$ cat config.mk
export PLATFORM = sky130hd
export DESIGN_NAME = trig_action_ctrl
export DESIGN_NICKNAME = d
export VERILOG_FILES = /design/src/rtl/trig_ctl_pkg.sv /design/src/rtl/trig_rst_sync.sv /design/src/rtl/trig_edge_detect.sv /design/src/rtl/trig_edge_qual.sv /design/src/rtl/trig_action_ctrl.sv
export SDC_FILE = /design/constraint.sdc
export NUM_CORES = 1
export LEC_CHECK = 0
export CAP_MARGIN = 30
export CORE_MARGIN = 1
export CORE_UTILIZATION = 24
export CTS_BUF_LIST = sky130_fd_sc_hd__clkbuf_4 sky130_fd_sc_hd__clkbuf_8
export DETAILED_ROUTE_END_ITERATION = 16
export GPL_TIMING_DRIVEN = 0
export PLACE_DENSITY = 0.82
export SETUP_SLACK_MARGIN = 0.1
export SYNTH_ARGS = -nofsm -noshare
export SYNTH_HDL_FRONTEND = slang
export SYNTH_SLANG_ARGS = --single-unit
$ cat constraint.sdc
create_clock -name clk -period 0.8 [get_ports clk]
set_clock_uncertainty 0.1 [all_clocks]
set_input_delay 0.08 -clock clk [delete_from_list [all_inputs] [get_ports clk]]
set_output_delay 0.08 -clock clk [all_outputs]
set_load 0.05 [all_outputs]
$ cat src/rtl/trig_ctl_pkg.sv
package trig_ctl_pkg;

  typedef enum logic [1:0] {
    EDGE_OFF  = 2'd0,
    EDGE_RISE = 2'd1,
    EDGE_FALL = 2'd2,
    EDGE_ANY  = 2'd3
  } edge_sel_e;

  localparam int CTRL_W   = 32;
  localparam int MODE_W   = 2;
  localparam int N_ACT    = 3;
  localparam int ACT_BASE = 18;
  localparam int ACT_STEP = 4;

  localparam int ACT_START = 0;
  localparam int ACT_STOP  = 1;
  localparam int ACT_CLEAR = 2;

  // Low bit of each action's mode field in the control word.
  function automatic int act_lsb(input int idx);
    return ACT_BASE + ACT_STEP * idx;
  endfunction

  localparam int START_LSB = ACT_BASE;
  localparam int STOP_LSB  = ACT_BASE + ACT_STEP;
  localparam int CLEAR_LSB = ACT_BASE + 2 * ACT_STEP;

  localparam logic [CTRL_W-1:0] FIELD_MASK =
    (32'h3 << START_LSB) | (32'h3 << STOP_LSB) | (32'h3 << CLEAR_LSB);

endpackage

$ cat src/rtl/trig_rst_sync.sv
module trig_rst_sync #(
  parameter int STAGES = 2
) (
  input  logic clk,
  input  logic arst_n,
  output logic rst_n_o
);

  logic [STAGES-1:0] rst_q;
  logic [STAGES-1:0] rst_d;

  always_comb begin
    rst_d = {rst_q[STAGES-2:0], 1'b1};
  end

  always_ff @(posedge clk or negedge arst_n) begin
    if (!arst_n) begin
      rst_q <= '0;
    end else begin
      rst_q <= rst_d;
    end
  end

  assign rst_n_o = rst_q[STAGES-1];

endmodule

$ cat src/rtl/trig_edge_detect.sv
module trig_edge_detect #(
  parameter int STAGES = 2
) (
  input  logic clk,
  input  logic rst_n,
  input  logic din,
  output logic rise_o,
  output logic fall_o
);

  localparam int LAST = STAGES - 1;

  logic [STAGES-1:0] sync_q, sync_d;
  logic              prev_q, prev_d;
  logic [STAGES:0]   vld_q,  vld_d;   // marks which stages hold real samples

  always_comb begin
    sync_d[0] = din;
    for (int k = 1; k < STAGES; k++) begin
      sync_d[k] = sync_q[k-1];
    end
    prev_d = sync_q[LAST];
    vld_d  = {vld_q[STAGES-1:0], 1'b1};
  end

  always_ff @(posedge clk or negedge rst_n) begin
    if (!rst_n) begin
      sync_q <= '0;
      prev_q <= 1'b0;
      vld_q  <= '0;
    end else begin
      sync_q <= sync_d;
      prev_q <= prev_d;
      vld_q  <= vld_d;
    end
  end

  // An edge is only reported once the previous-sample flop holds a real value.
  assign rise_o = vld_q[STAGES] &  sync_q[LAST] & ~prev_q;
  assign fall_o = vld_q[STAGES] & ~sync_q[LAST] &  prev_q;

  AST_RISE_SPACED: assert property (@(posedge clk) disable iff (!rst_n)
    rise_o |=> !rise_o) else $error("rise detected twice in a row");
  AST_FALL_SPACED: assert property (@(posedge clk) disable iff (!rst_n)
    fall_o |=> !fall_o) else $error("fall detected twice in a row");

endmodule

$ cat src/rtl/trig_edge_qual.sv
module trig_edge_qual
  import trig_ctl_pkg::*;
(
  input  logic      clk,
  input  logic      rst_n,
  input  edge_sel_e mode_i,
  input  logic      rise_i,
  input  logic      fall_i,
  output logic      req_o
);

  logic req_d, req_q;

  always_comb begin
    unique case (mode_i)
      EDGE_RISE: req_d = rise_i;
      EDGE_FALL: req_d = fall_i;
      EDGE_ANY:  req_d = rise_i | fall_i;
      default:   req_d = 1'b0;
    endcase
  end

  always_ff @(posedge clk or negedge rst_n) begin
    if (!rst_n) begin
      req_q <= 1'b0;
    end else begin
      req_q <= req_d;
    end
  end

  assign req_o = req_q;

  AST_REQ_FROM_EDGE: assert property (@(posedge clk) disable iff (!rst_n)
    req_o |-> $past(rise_i || fall_i)) else $error("request without edge");
  AST_OFF_SILENT: assert property (@(posedge clk) disable iff (!rst_n)
    ($past(mode_i) == EDGE_OFF) |-> !req_o) else $error("request with mode off");

endmodule

$ cat src/rtl/trig_action_ctrl.sv
module trig_action_ctrl
  import trig_ctl_pkg::*;
#(
  parameter int SYNC_STAGES = 2,
  parameter int RST_STAGES  = 2
) (
  input  logic              clk,
  input  logic              rst_n,
  input  logic              trig_in,
  input  logic [CTRL_W-1:0] ctrl_word,
  output logic              start_req,
  output logic              stop_req,
  output logic              clear_req
);

  logic             rst_n_int;
  logic             rise, fall;
  logic [N_ACT-1:0] req;
  logic             ctrl_unused;

  // Bits outside the mode fields are deliberately left undecoded.
  assign ctrl_unused = ^(ctrl_word & ~FIELD_MASK);

  trig_rst_sync #(.STAGES(RST_STAGES)) u_rst (
    .clk     (clk),
    .arst_n  (rst_n),
    .rst_n_o (rst_n_int)
  );

  trig_edge_detect #(.STAGES(SYNC_STAGES)) u_det (
    .clk    (clk),
    .rst_n  (rst_n_int),
    .din    (trig_in),
    .rise_o (rise),
    .fall_o (fall)
  );

  for (genvar i = 0; i < N_ACT; i++) begin : g_act
    localparam int LSB = act_lsb(i);
    trig_edge_qual u_qual (
      .clk    (clk),
      .rst_n  (rst_n_int),
      .mode_i (edge_sel_e'(ctrl_word[LSB +: MODE_W])),
      .rise_i (rise),
      .fall_i (fall),
      .req_o  (req[i])
    );
  end

  assign start_req = req[ACT_START];
  assign stop_req  = req[ACT_STOP];
  assign clear_req = req[ACT_CLEAR];

  AST_START_FIELD: assert property (@(posedge clk) disable iff (!rst_n_int)
    start_req |-> ($past(ctrl_word[START_LSB +: 2]) != 2'd0)) else $error("start field");
  AST_STOP_FIELD: assert property (@(posedge clk) disable iff (!rst_n_int)
    stop_req |-> ($past(ctrl_word[STOP_LSB +: 2]) != 2'd0)) else $error("stop field");
  AST_CLEAR_FIELD: assert property (@(posedge clk) disable iff (!rst_n_int)
    clear_req |-> ($past(ctrl_word[CLEAR_LSB +: 2]) != 2'd0)) else $error("clear field");
  AST_START_STOP_TOGETHER: assert property (@(posedge clk) disable iff (!rst_n_int)
    ($past(rise) && $past(ctrl_word[START_LSB +: 2]) == 2'd1
                 && $past(ctrl_word[STOP_LSB +: 2]) == 2'd1) |-> (start_req && stop_req))
    else $error("start/stop split");

  if (SYNC_STAGES == 2) begin : g_lat_chk
    AST_START_LATENCY: assert property (@(posedge clk) disable iff (!rst_n_int)
      start_req |-> ($past(trig_in, 3) != $past(trig_in, 4))) else $error("latency");
  end

endmodule

==> impl_results.md <==
- Clk sink count: 11
- GPL Wtd Cong: 0.575
- Endpoints failing setup: 6
- Wirelength, routed: around 500 um
- Clk pin slew, worst setup/hold paths: about 0.07 ns
- Pwr Density: between 2000 and 2500 mW/mm2
- Die W: ~40 um
- Pleak: 0.000242 uW
- Max incr delay on CP: around 0.38 ns
- First-pass GRT wire length: 814 um
- Skew-Pair Late Insertion Delay: approximately 0.26 ns
- Commonest cells after routing, fill and taps aside: dfrtp_1, clkdlybuf4s50_1, buf_6
- I/O pin count: 38
- Clock root buffer master: clkbuf_4
- Seq/Total Area, Yosys: 0.815
- Crit Path Class: flip-flop to output port
- Initial antenna violation count: 0
- Core area: roughly 0.0013 mm2
- Final Hold Viols: 2
- Dpl ws: -0.475 ns
- Drt first-iter violations: 0
- Status: finished, violations left
- Mapped Area: ~340 um2
- Most common cell after layout, fill and taps aside: dfrtp_1
- Hold Crit Class: input port to asynchronous set/reset pin
- Diodes inserted: 0
- Site Rows: 13
- Reg2Reg Depth: 2
- Port buffer count: 11
- Slowest CP cell: dfrtp_1
- Vias in the first global route: 234
- RSZ-0062 raised after global routing: true
- Overall power: between 1000 and 1500 uW
- Worst path required time: slightly above 0.6 ns
- Achievable frequency: roughly 1000 MHz
- CP max FO: 1
- Unique masters post-synth: 6
- HPWL after detailed placement: 403 um
- Fin area: 532 um2
- Post-route setup TNS: -0.725 ns
- WL/cell: roughly 9.5 um
- Period minus WS final: a little under 1 ns
- CTS Buf Count: 3
- Dpl cell area: 478 um2
- Vias: between 200 and 250
- Max Cap Viol: 0
- Area growth syn-to-layout: 57.4%
- Final ANT Viol Nets: 0
- Crit-path cells: buf_6
- Via-to-Cell Ratio: 4.33
- Pin count of the biggest net entering global routing: 10
- CTS tree: yes
- CP endpoint kind: output port
- # DRC: 0
- H-tree depth: 1
- Worst path depth: 1
- Die Ht: about 40 um
- Crit path buf inv count: 1
- Fin crit share: 1.21
- GR Overflow Total: 0
- Crit start category: flip-flop
- Synthesized flop and latch total: 11
- DIE AREA: between 0.0015 and 0.002 mm2
- All-Layer GR Usage: 0.0886
- Syn Inst Count: 22
- Fraction of layout cells with a size suffix above 1: 0.308
- Initial Util: 0.260
- Hold slack: -0.129 ns
- Syn. warnings: 0
- Fin worst setup slack: -0.169 ns
- VDD IR max: 0.00122 V
- CP delay by family, top: flip-flops
- 1st-pass router iterations: 1
- Final std cells w/o fill: 54
- Dpl cells: 49
- Failing checks: negative hold slack, negative setup slack
- Max-slew violations: 0
- Max Buffers Root-to-Sink: 2
- Synthesized area per cell: between 15 and 20 um2
- Worst EP arrival: ~0.8 ns
- NumNets Final: 75
metrics by stage:
step,hold WS [ns],util
floorplan,-0.316,-
global placement,0.0401,0.367
detailed placement,0.0543,0.367
CTS,-0.133,0.406
global route,-0.132,0.409
finish,-0.129,0.409
report_power, final:
part	internal [uW]	switching (uW)	total, uW
combinational	65.1	47.3	112
sequential	583	24.3	607
clock	184	179	363
total	833	250	1080
repair_timing:
action	CTS	global route
endpoints found under the hold margin	2	2
resized for setup	24	1
endpoints found under the setup margin	6	7
buffers inserted	1	0
state kept, by name, indices dropped and copies added, names as in the netlist:
register / flops
u_det.vld_q: 3
g_act.u_qual.req_o: 3
u_det.sync_q: 2
u_det.prev_q: 1
u_rst.rst_q: 2
final cells by class:
cell class / count / area (um2)
fillers: 138 / 769
well taps: 15 / 18.8
repair buffers: 12 / 125
flip-flops and latches: 11 / 275
clock inverters: 1 / 5.00
multi-input cells: 12 / 85.1
clock buffers: 3 / 22.5
cells by family (layout without fill, tap and decap cells):
group	count (synthesis)	count (layout)	share of synthesized area
AO/OA/AOI/OAI	3	3	0.0444
buffers and inverters	0	16	0
AND/OR/NAND/NOR	7	7	0.130
flip-flops	11	11	0.815
other	1	2	0.0111
synth_stat cells:
cell type | instances | area (um2)
dfrtp_1 | 11 | 275
nand2_1 | 3 | 11.3
nand4b_1 | 3 | 26.3
o21ai_1 | 3 | 15.0
conb_1 | 1 | 3.75
nand2b_1 | 1 | 6.26
layer usage:
| metal | vias to the layer above | part of all wire | GRT usage |
|---|---|---|---|
| li1 | 109 | - | - |
| met1 | 117 | 0.32 | 0.0645 |
| met2 | 8 | 0.59 | 0.152 |
| met3 | 0 | 0.086 | 0.0568 |
| met4 | 0 | 0 | 0.0776 |
| met5 | - | 0 | 0 |
path summary, 6_finish.rpt:
check	startpoint	endpoint	slack, ns
setup / recovery	g_act[1].u_qual.req_o$_DFF_PN0_	stop_req	-0.17
hold / removal	rst_n	u_rst.rst_q[0]$_DFF_PN0_	-0.13
setup reg to reg	u_det.sync_q[1]$_DFF_PN0_	g_act[0].u_qual.req_o$_DFF_PN0_	-0.08
hold reg to reg	u_rst.rst_q[1]$_DFF_PN0_	u_det.vld_q[0]$_DFF_PN0_	0.04
max in group asynchronous	u_rst.rst_q[1]$_DFF_PN0_	g_act[0].u_qual.req_o$_DFF_PN0_	0.29
min in group clk	trig_in	u_det.sync_q[0]$_DFF_PN0_	0.16
No activity file was read; power rests on OpenSTA's default activity.
